`config.mk`:
```
export PLATFORM = sky130hd
export DESIGN_NAME = sport_irq_status
export DESIGN_NICKNAME = d
export VERILOG_FILES = /design/src/rtl/sport_irq_pkg.sv /design/src/rtl/sport_irq_ctrl.sv /design/src/rtl/sport_irq_dp.sv /design/src/rtl/sport_irq_status.sv
export SDC_FILE = /design/constraint.sdc
export NUM_CORES = 1
export LEC_CHECK = 0
export ABC_AREA = 1
export CAP_MARGIN = 30
export CORE_AREA = 2 2 39 41
export DETAILED_ROUTE_END_ITERATION = 6
export DIE_AREA = 0 0 41 43
export DONT_BUFFER_PORTS = 1
export GPL_TIMING_DRIVEN = 0
export PLACE_DENSITY = 0.6
export RECOVER_POWER = 50
export SLEW_MARGIN = 20
export SYNTH_ARGS = -nofsm -noshare
export SYNTH_HDL_FRONTEND = slang
export SYNTH_SLANG_ARGS = --single-unit
```
`constraint.sdc`:
```
create_clock -name clk -period 0.8 [get_ports clk]
set_input_delay 0.16 -clock clk [delete_from_list [all_inputs] [get_ports clk]]
set_output_delay 0.16 -clock clk [all_outputs]
set_load 0.1 [all_outputs]
```
`src/rtl/sport_irq_pkg.sv`:
```
package sport_irq_pkg;

  // Number of channel conditions handled
  localparam int NUM_EVT = 4;

  // Bit positions of the conditions in status and enable
  localparam int BIT_RX_FULL  = 0;
  localparam int BIT_TX_EMPTY = 1;
  localparam int BIT_TX_UNDER = 2;
  localparam int BIT_RX_OVER  = 3;

  // Conditions that are levels held by the source (1) versus strobes (0)
  localparam logic [NUM_EVT-1:0] EVT_LEVEL = 4'b0011;

  // Strobes from control to datapath
  typedef struct packed {
    logic               stsClr;   // write-1-clear to status this cycle
    logic               enLoad;   // load enable register this cycle
    logic [NUM_EVT-1:0] wrBits;   // write data bits for the registers
    logic [NUM_EVT-1:0] setBits;  // qualified hardware set per status bit
  } ctlStrobe_t;

endpackage

```
`src/rtl/sport_irq_ctrl.sv`:
```
module sport_irq_ctrl
  import sport_irq_pkg::*;
#(
  parameter int ADDR_W = 2,
  parameter int DATA_W = 8,
  parameter logic [ADDR_W-1:0] STS_ADDR = 0,
  parameter logic [ADDR_W-1:0] EN_ADDR  = 1
) (
  input  logic               regWrEn,
  input  logic [ADDR_W-1:0]  regAddr,
  input  logic [DATA_W-1:0]  regWrData,
  input  logic [NUM_EVT-1:0] evtVec,
  input  logic [NUM_EVT-1:0] hintVec,
  output ctlStrobe_t         strb
);

  logic [NUM_EVT-1:0] setVec;

  // Level conditions are masked in the cycle their register is accessed,
  // since the source drops one cycle after the access.
  for (genvar i = 0; i < NUM_EVT; i++) begin : g_evt
    if (EVT_LEVEL[i]) begin : g_level
      assign setVec[i] = evtVec[i] & ~hintVec[i];
    end else begin : g_pulse
      assign setVec[i] = evtVec[i];
    end
  end

  always_comb begin
    strb.stsClr  = regWrEn && (regAddr == STS_ADDR);
    strb.enLoad  = regWrEn && (regAddr == EN_ADDR);
    strb.wrBits  = regWrData[NUM_EVT-1:0];
    strb.setBits = setVec;
  end

endmodule

```
`src/rtl/sport_irq_dp.sv`:
```
module sport_irq_dp
  import sport_irq_pkg::*;
#(
  parameter int ADDR_W = 2,
  parameter int DATA_W = 8,
  parameter logic [ADDR_W-1:0] STS_ADDR = 0,
  parameter logic [ADDR_W-1:0] EN_ADDR  = 1
) (
  input  logic              clk,
  input  logic              rstN,
  input  ctlStrobe_t        strb,
  input  logic [ADDR_W-1:0] regAddr,
  output logic [DATA_W-1:0] regRdData,
  output logic              irqOut
);

  localparam int PAD_W = DATA_W - NUM_EVT;

  logic [NUM_EVT-1:0] stsQ, stsD;
  logic [NUM_EVT-1:0] enQ, enD;
  logic               irqD;

  // Set wins over a software clear on the same bit.
  always_comb begin
    stsD = stsQ;
    if (strb.stsClr) stsD = stsD & ~strb.wrBits;
    stsD = stsD | strb.setBits;
    enD  = strb.enLoad ? strb.wrBits : enQ;
    irqD = |(stsQ & enQ);
  end

  always_ff @(posedge clk or negedge rstN) begin
    if (!rstN) begin
      stsQ   <= '0;
      enQ    <= '0;
      irqOut <= 1'b0;
    end else begin
      stsQ   <= stsD;
      enQ    <= enD;
      irqOut <= irqD;
    end
  end

  always_comb begin
    regRdData = '0;
    if (regAddr == STS_ADDR)     regRdData = {{PAD_W{1'b0}}, stsQ};
    else if (regAddr == EN_ADDR) regRdData = {{PAD_W{1'b0}}, enQ};
  end

  // any qualified condition leaves its bit set after the edge
  a_r2_hw_set: assert property (@(posedge clk) disable iff (!rstN)
    (strb.setBits != '0) |=> ((stsQ & $past(strb.setBits)) == $past(strb.setBits)));

  // without a status write no bit ever falls
  a_r2_sticky: assert property (@(posedge clk) disable iff (!rstN)
    !strb.stsClr |=> ((stsQ & $past(stsQ)) == $past(stsQ)));

  // write-1 bits with no concurrent set end cleared
  a_r4_w1c: assert property (@(posedge clk) disable iff (!rstN)
    strb.stsClr |=> ((stsQ & $past(strb.wrBits & ~strb.setBits)) == '0));

  // write-0 bits keep their value
  a_r5_zero_keeps: assert property (@(posedge clk) disable iff (!rstN)
    strb.stsClr |=> ((stsQ & $past(stsQ & ~strb.wrBits)) == $past(stsQ & ~strb.wrBits)));

  // line follows enabled status one cycle late
  a_r3_irq_hi: assert property (@(posedge clk) disable iff (!rstN)
    (|(stsQ & enQ)) |=> irqOut);
  a_r3_irq_lo: assert property (@(posedge clk) disable iff (!rstN)
    !(|(stsQ & enQ)) |=> !irqOut);

  // enable register takes the written bits
  a_r9_en_load: assert property (@(posedge clk) disable iff (!rstN)
    strb.enLoad |=> (enQ == $past(strb.wrBits)));

  // unused read bits stay zero
  a_r1_pad_zero: assert property (@(posedge clk) disable iff (!rstN)
    regRdData[DATA_W-1:NUM_EVT] == '0);

endmodule

```
`src/rtl/sport_irq_status.sv`:
```
module sport_irq_status
  import sport_irq_pkg::*;
#(
  parameter int ADDR_W = 2,
  parameter int DATA_W = 8,
  parameter logic [ADDR_W-1:0] STS_ADDR = 0,
  parameter logic [ADDR_W-1:0] EN_ADDR  = 1
) (
  input  logic              clk,
  input  logic              rstN,
  input  logic              regWrEn,
  input  logic [ADDR_W-1:0] regAddr,
  input  logic [DATA_W-1:0] regWrData,
  output logic [DATA_W-1:0] regRdData,
  input  logic              evtRxFull,
  input  logic              evtTxEmpty,
  input  logic              evtTxUnder,
  input  logic              evtRxOver,
  input  logic              rxRegRead,
  input  logic              txRegWrite,
  output logic              irqOut
);

  logic [NUM_EVT-1:0] evtVec, hintVec;
  ctlStrobe_t         strb;

  always_comb begin
    evtVec                = '0;
    evtVec[BIT_RX_FULL]   = evtRxFull;
    evtVec[BIT_TX_EMPTY]  = evtTxEmpty;
    evtVec[BIT_TX_UNDER]  = evtTxUnder;
    evtVec[BIT_RX_OVER]   = evtRxOver;
    hintVec               = '0;
    hintVec[BIT_RX_FULL]  = rxRegRead;
    hintVec[BIT_TX_EMPTY] = txRegWrite;
  end

  sport_irq_ctrl #(
    .ADDR_W(ADDR_W), .DATA_W(DATA_W), .STS_ADDR(STS_ADDR), .EN_ADDR(EN_ADDR)
  ) u_ctrl (
    .regWrEn  (regWrEn),
    .regAddr  (regAddr),
    .regWrData(regWrData),
    .evtVec   (evtVec),
    .hintVec  (hintVec),
    .strb     (strb)
  );

  sport_irq_dp #(
    .ADDR_W(ADDR_W), .DATA_W(DATA_W), .STS_ADDR(STS_ADDR), .EN_ADDR(EN_ADDR)
  ) u_dp (
    .clk      (clk),
    .rstN     (rstN),
    .strb     (strb),
    .regAddr  (regAddr),
    .regRdData(regRdData),
    .irqOut   (irqOut)
  );

endmodule

```
# --- Word level (Yosys, flattened, before mapping) ---
# Index checks and enable logic that the tools add are counted.
# W data, S select, Z words.
op_classes:
  eq_ne: 1
  muxes: 3
  n_bitwise: 8
  n_reduce_logical: 4
op_table:
  columns: ["operator", "n"]
  rows:
  - ["$and A4 B4 Y4", 2]
  - ["$mux W4", 2]
  - ["$mux W8", 1]
  - ["$not A4 Y4", 1]
  - ["$or A4 B4 Y4", 1]
  - ["$reduce_or A4 Y1", 1]
  - ["$and A1 B1 Y1", 2]
  - ["$eq A2 B1 Y1 const B", 1]
  - ["$logic_and A1 B1 Y1", 2]
  - ["$logic_not A2 Y1", 1]
  - ["$not A1 Y1", 2]
word_totals:
  reg_bits: 9
  in_bits: 19
  out_inout_bits: 9

# --- Longest topological paths before layout ---
depth:
  word_depth: 4
  ltp_mapped: 5
  mapped_depth_nobuf: 5

# --- By module ---
# From an unflattened synthesis, not the netlist that was laid out.
unflattened:
  cells_unflattened: 81
  hier_area_um2: 545.5
by_module_without_submodules:
  columns: ["mod", "n_inst", "cells_per_inst", "area_each_um2", "seq_area_each_um2"]
  rows:
  - ["sport_irq_dp", 1, 65, 462.9, 225.2]
  - ["sport_irq_ctrl", 1, 15, 78.8, 0.0]
  - ["sport_irq_status", 1, 1, 3.8, 0.0]

# --- Worst setup path after synthesis ---
# No wires, ideal clock.
synth_path:
  kind: "in2out"
  from: "in regAddr[1]"
  to: "out regRdData[0]"
  t_arrival_ps: 1088
  slack_ps: -448
  path_stages: 3
  path_buffers: 0
  cell_sequence: "nor2_2 -> nand2_1 -> nand2_1"
synth_between:
  elab_chain_cells: 3
synth_rtl:
  columns: ["element", "line_no", "text"]
  rows:
  - ["start: declaration", "sport_irq_status.sv:12", "input logic [ADDR_W-1:0] regAddr,"]
  - ["$eq A2 B1 Y1", "sport_irq_dp.sv:47", "else if (regAddr == EN_ADDR) regRdData = {{PAD_W{1'b0}}, enQ};"]
  - ["$mux W4", "sport_irq_dp.sv:47", null]
  - ["$mux W8 (*)", "sport_irq_dp.sv:46", "if (regAddr == STS_ADDR) regRdData = {{PAD_W{1'b0}}, stsQ};"]
  - ["end: declaration", "sport_irq_status.sv:14", "output logic [DATA_W-1:0] regRdData,"]
# Mark *: on every way between the ends. The rest lies on a longest branch, timed or not.

# --- Final worst setup path ---
layout_path:
  from: "reg u_dp.stsQ[0]"
  to: "out regRdData[0]"
layout_between:
  elab_chain_cells: 1
layout_rtl:
  columns: ["element", "line_no", "text"]
  rows:
  - ["start: declaration", "sport_irq_dp.sv:19", "logic [NUM_EVT-1:0] stsQ, stsD;"]
  - ["start signal: assignment", "sport_irq_dp.sv:38", "stsQ <= stsD;"]
  - ["$mux W8", "sport_irq_dp.sv:46", null]
# No other way between the ends.

==> impl_metrics.py <==
metrics = {
    "detailed_routing": {
        "drcViolationCount": 0,
        "drtPass1Iterations": 4,
        "viasPerCell": 4.41,
        "wl_per_cell_um": 9.75,
        "wl_um": 1000,
        "via_count": 454,
        "antenna_left": 0,
        "drt_iter0_markers": 5,
    },
    "worst_hold_path": {
        "hp-class": "in -> reg",
        "hold_path_depth": 2,
        "hp-start": "regWrData[1]",
        "min_to": "u_dp.enQ[1]",
    },
    "final_layout": {
        "antennaDiodeCount": 0,
        "ff_latch_area_um2": 229,
        "n_fill_cell": 131,
        "multi_input_area_um2": 315,
        "area_growth_pct": 53.4,
        "fin_cells": 103,
        "stdcell_area_um2": 741,
        "nNetsFinal": 107,
        "layout-drive-gt1-share_pct": 41.4,
        "final_util_pct": 53.5,
    },
    "sta": {
        "fin_crit_sh_pct": 135,
        "min_period_ps": 1080,
        "tns_ps": -1310,
        "holdWs_ps": 9.73,
        "setup-violations-final": 5,
        "hold_violations": 0,
        "rsz0062_at_grt": "true",
        "fmax_mhz": 929,
        "fin_ws_ps": -277,
        "drv_slew": 0,
        "finClkSkew_ps": 3.07,
    },
    "place": {
        "pre_cts_ws_ps": -107,
        "portBuffers": 0,
        "dp_hpwl_um": 762,
        "place_area_um2": 608,
        "placed_cells": 88,
        "gp_congestion": 0.742,
    },
    "power": {
        "vdd_drop_max_mv": 0.789,
        "p_comb_share_pct": 35.7,
        "power_frac_clock_pct": 22.7,
        "internal-power_mw": 0.879,
        "cellLeakagePower_nw": 0.377,
        "power_per_cell_area_nw_per_um2": 2070,
        "switching_share_pct": 42.8,
        "switchingPower_mw": 0.658,
        "fin_total_pwr_mw": 1.54,
        "power_frac_seq_pct": 41.6,
    },
    "global_route": {
        "grt_first_pass_wirelength_um": 1570,
        "antenna_found_initial": 0,
        "grt_max_degree": 10,
        "overflow": 0,
        "gr-usage-all-layers_pct": 13.4,
        "grt_pass1_vias": 403,
    },
    "synthesis": {
        "syn_inst": 69,
        "synth_area_um2": 483,
        "yosys_warnings": 0,
        "synthTopCellsByArea": "dfrtp_1 47%, nand2_1 30%, buf_4 6.2%",
        "syn_avg_cell_area_um2": 7.00,
        "synth_cell_types": 10,
        "yosysTopAreaCell": "dfrtp_1",
        "ys_seq_elements": 9,
        "synth_top_area_share_pct": 46.6,
        "ys_seq_area_share_pct": 46.6,
    },
    "floorplanning": {
        "die_h_um": 43,
        "num_rows": 14,
        "die_area_um2": 1760,
        "io_pins": 28,
        "initial_core_util_pct": 34.9,
        "core_um2": 1380,
        "die_x_um": 41,
    },
    "run": {
        "drv_cap": 0,
    },
    "clock_tree": {
        "cts_buffers": 3,
        "clk_path_buf_depth": 2,
        "ctsRootBufferMaster": "clkbuf_4",
        "cts_tree": "done",
        "cts_sinks": 9,
        "clock_latency_ps": 250,
        "clkTransAtPathRegs_ps": 60,
        "cts.htree.levels": 1,
    },
    "critical_path": {
        "critPathArrivalTime_ps": 920,
        "regToRegSetupSlack_ps": 0,
        "crit_type": "reg -> out",
        "r2r_cells": 3,
        "cp-end-kind": "output port",
        "crit_path_max_fanout": 2,
        "crit_required_ps": 640,
        "worstReg2RegStart": "u_dp.stsQ[2]",
        "rr_endpoint": "u_dp.irqOut",
        "start_kind": "register",
    },
    "status": {
        "outcome": "finished with violations",
        "violations": "setup timing",
    },
}
==> cell type report <==
class                      instances  area share (%)
clock buffer                       4            3.55
multi-input combinational         52            42.6
buffer                             4            4.05
sequential                         9            30.9
timing repair buffer              11            12.7
tap                               16            2.70
inverter                           7            3.55
==> worst max-delay path by stage <==
stage	cells after the start	slack [ps]	startpoint	to
6_report	2	-280	u_dp.stsQ[0]	regRdData[0]
5_1_grt	2	-320	u_dp.stsQ[0]	regRdData[0]
2_1_floorplan	2	-40	u_dp.stsQ[3]	regRdData[3]
4_1_cts	2	-290	u_dp.enQ[2]	regRdData[2]
3_3_place_gp	3	-100	regAddr[1]	regRdData[3]
3_5_place_dp	3	-110	regAddr[1]	regRdData[2]
==> cells in the final DEF (no fill, tap or decap), types with 2 or more instances in the layout <==
cell | netlist | routed
nand2_1 | 39 | 24
nand2_2 | 1 | 12
buf_4 | 4 | 11
dfrtp_1 | 9 | 8
inv_1 | 6 | 6
nand3_1 | 4 | 4
nand2_8 | 0 | 4
conb_1 | 1 | 4
clkbuf_4 | 0 | 3
dlygate4sd3_1 | 0 | 3
nor2_4 | 0 | 2
==> worst max-delay path, stage by stage, from the launching register on <==
cell	delay, ps
dfrtp_1	400
nand2_2	120
nand2_8	140
==> power by group through the flow <==
stage / logic [mW] / clock network (mW) / registers [mW]
after floorplan: 0.417 / 0 / 0.651
after global placement: 0.434 / 0 / 0.657
after detailed placement: 0.438 / 0 / 0.658
after CTS: 0.539 / 0.366 / 0.637
after global routing: 0.584 / 0.384 / 0.646
final: 0.548 / 0.349 / 0.639
==> synth_stat cells, drive strengths merged <==
| cell type | n |
|---|---|
| nand3 | 4 |
| nand4 | 1 |
| buf | 4 |
| nor2 | 3 |
| conb | 1 |
| nand2 | 40 |
| inv | 7 |
| dfrtp | 9 |
==> sequential cells by signal, summed over array words and instances (netlist names) <==
| name | flops |
|---|---|
| u_dp.enQ | 4 |
| u_dp.irqOut | 1 |
| u_dp.stsQ | 4 |
==> layer usage <==
layer | wire length, um | track usage (%) | vias to the layer above
li1 | - | - | 234
met1 | 404 | 14.2 | 207
met2 | 558 | 22.2 | 11
met3 | 26 | 1.57 | 2
met4 | 14 | 10.0 | 0
met5 | 0 | 0 | -
==> logic make-up after synthesis <==
family	share of synthesized area, %
buf+inv	11.7
flops	46.6
other cells	0.776
simple gates	40.9
==> what timing repair did <==
action                                 in CTS  in global routing
pin swaps                                   4                  5
hold buffers                                3                  0
resized for setup                           2                  4
setup endpoints to repair                   5                  6
buffers inserted                            8                  2
gates cloned                                0                  0
endpoints found under the hold margin      11                  0
(Power assumes the default switching activity.)
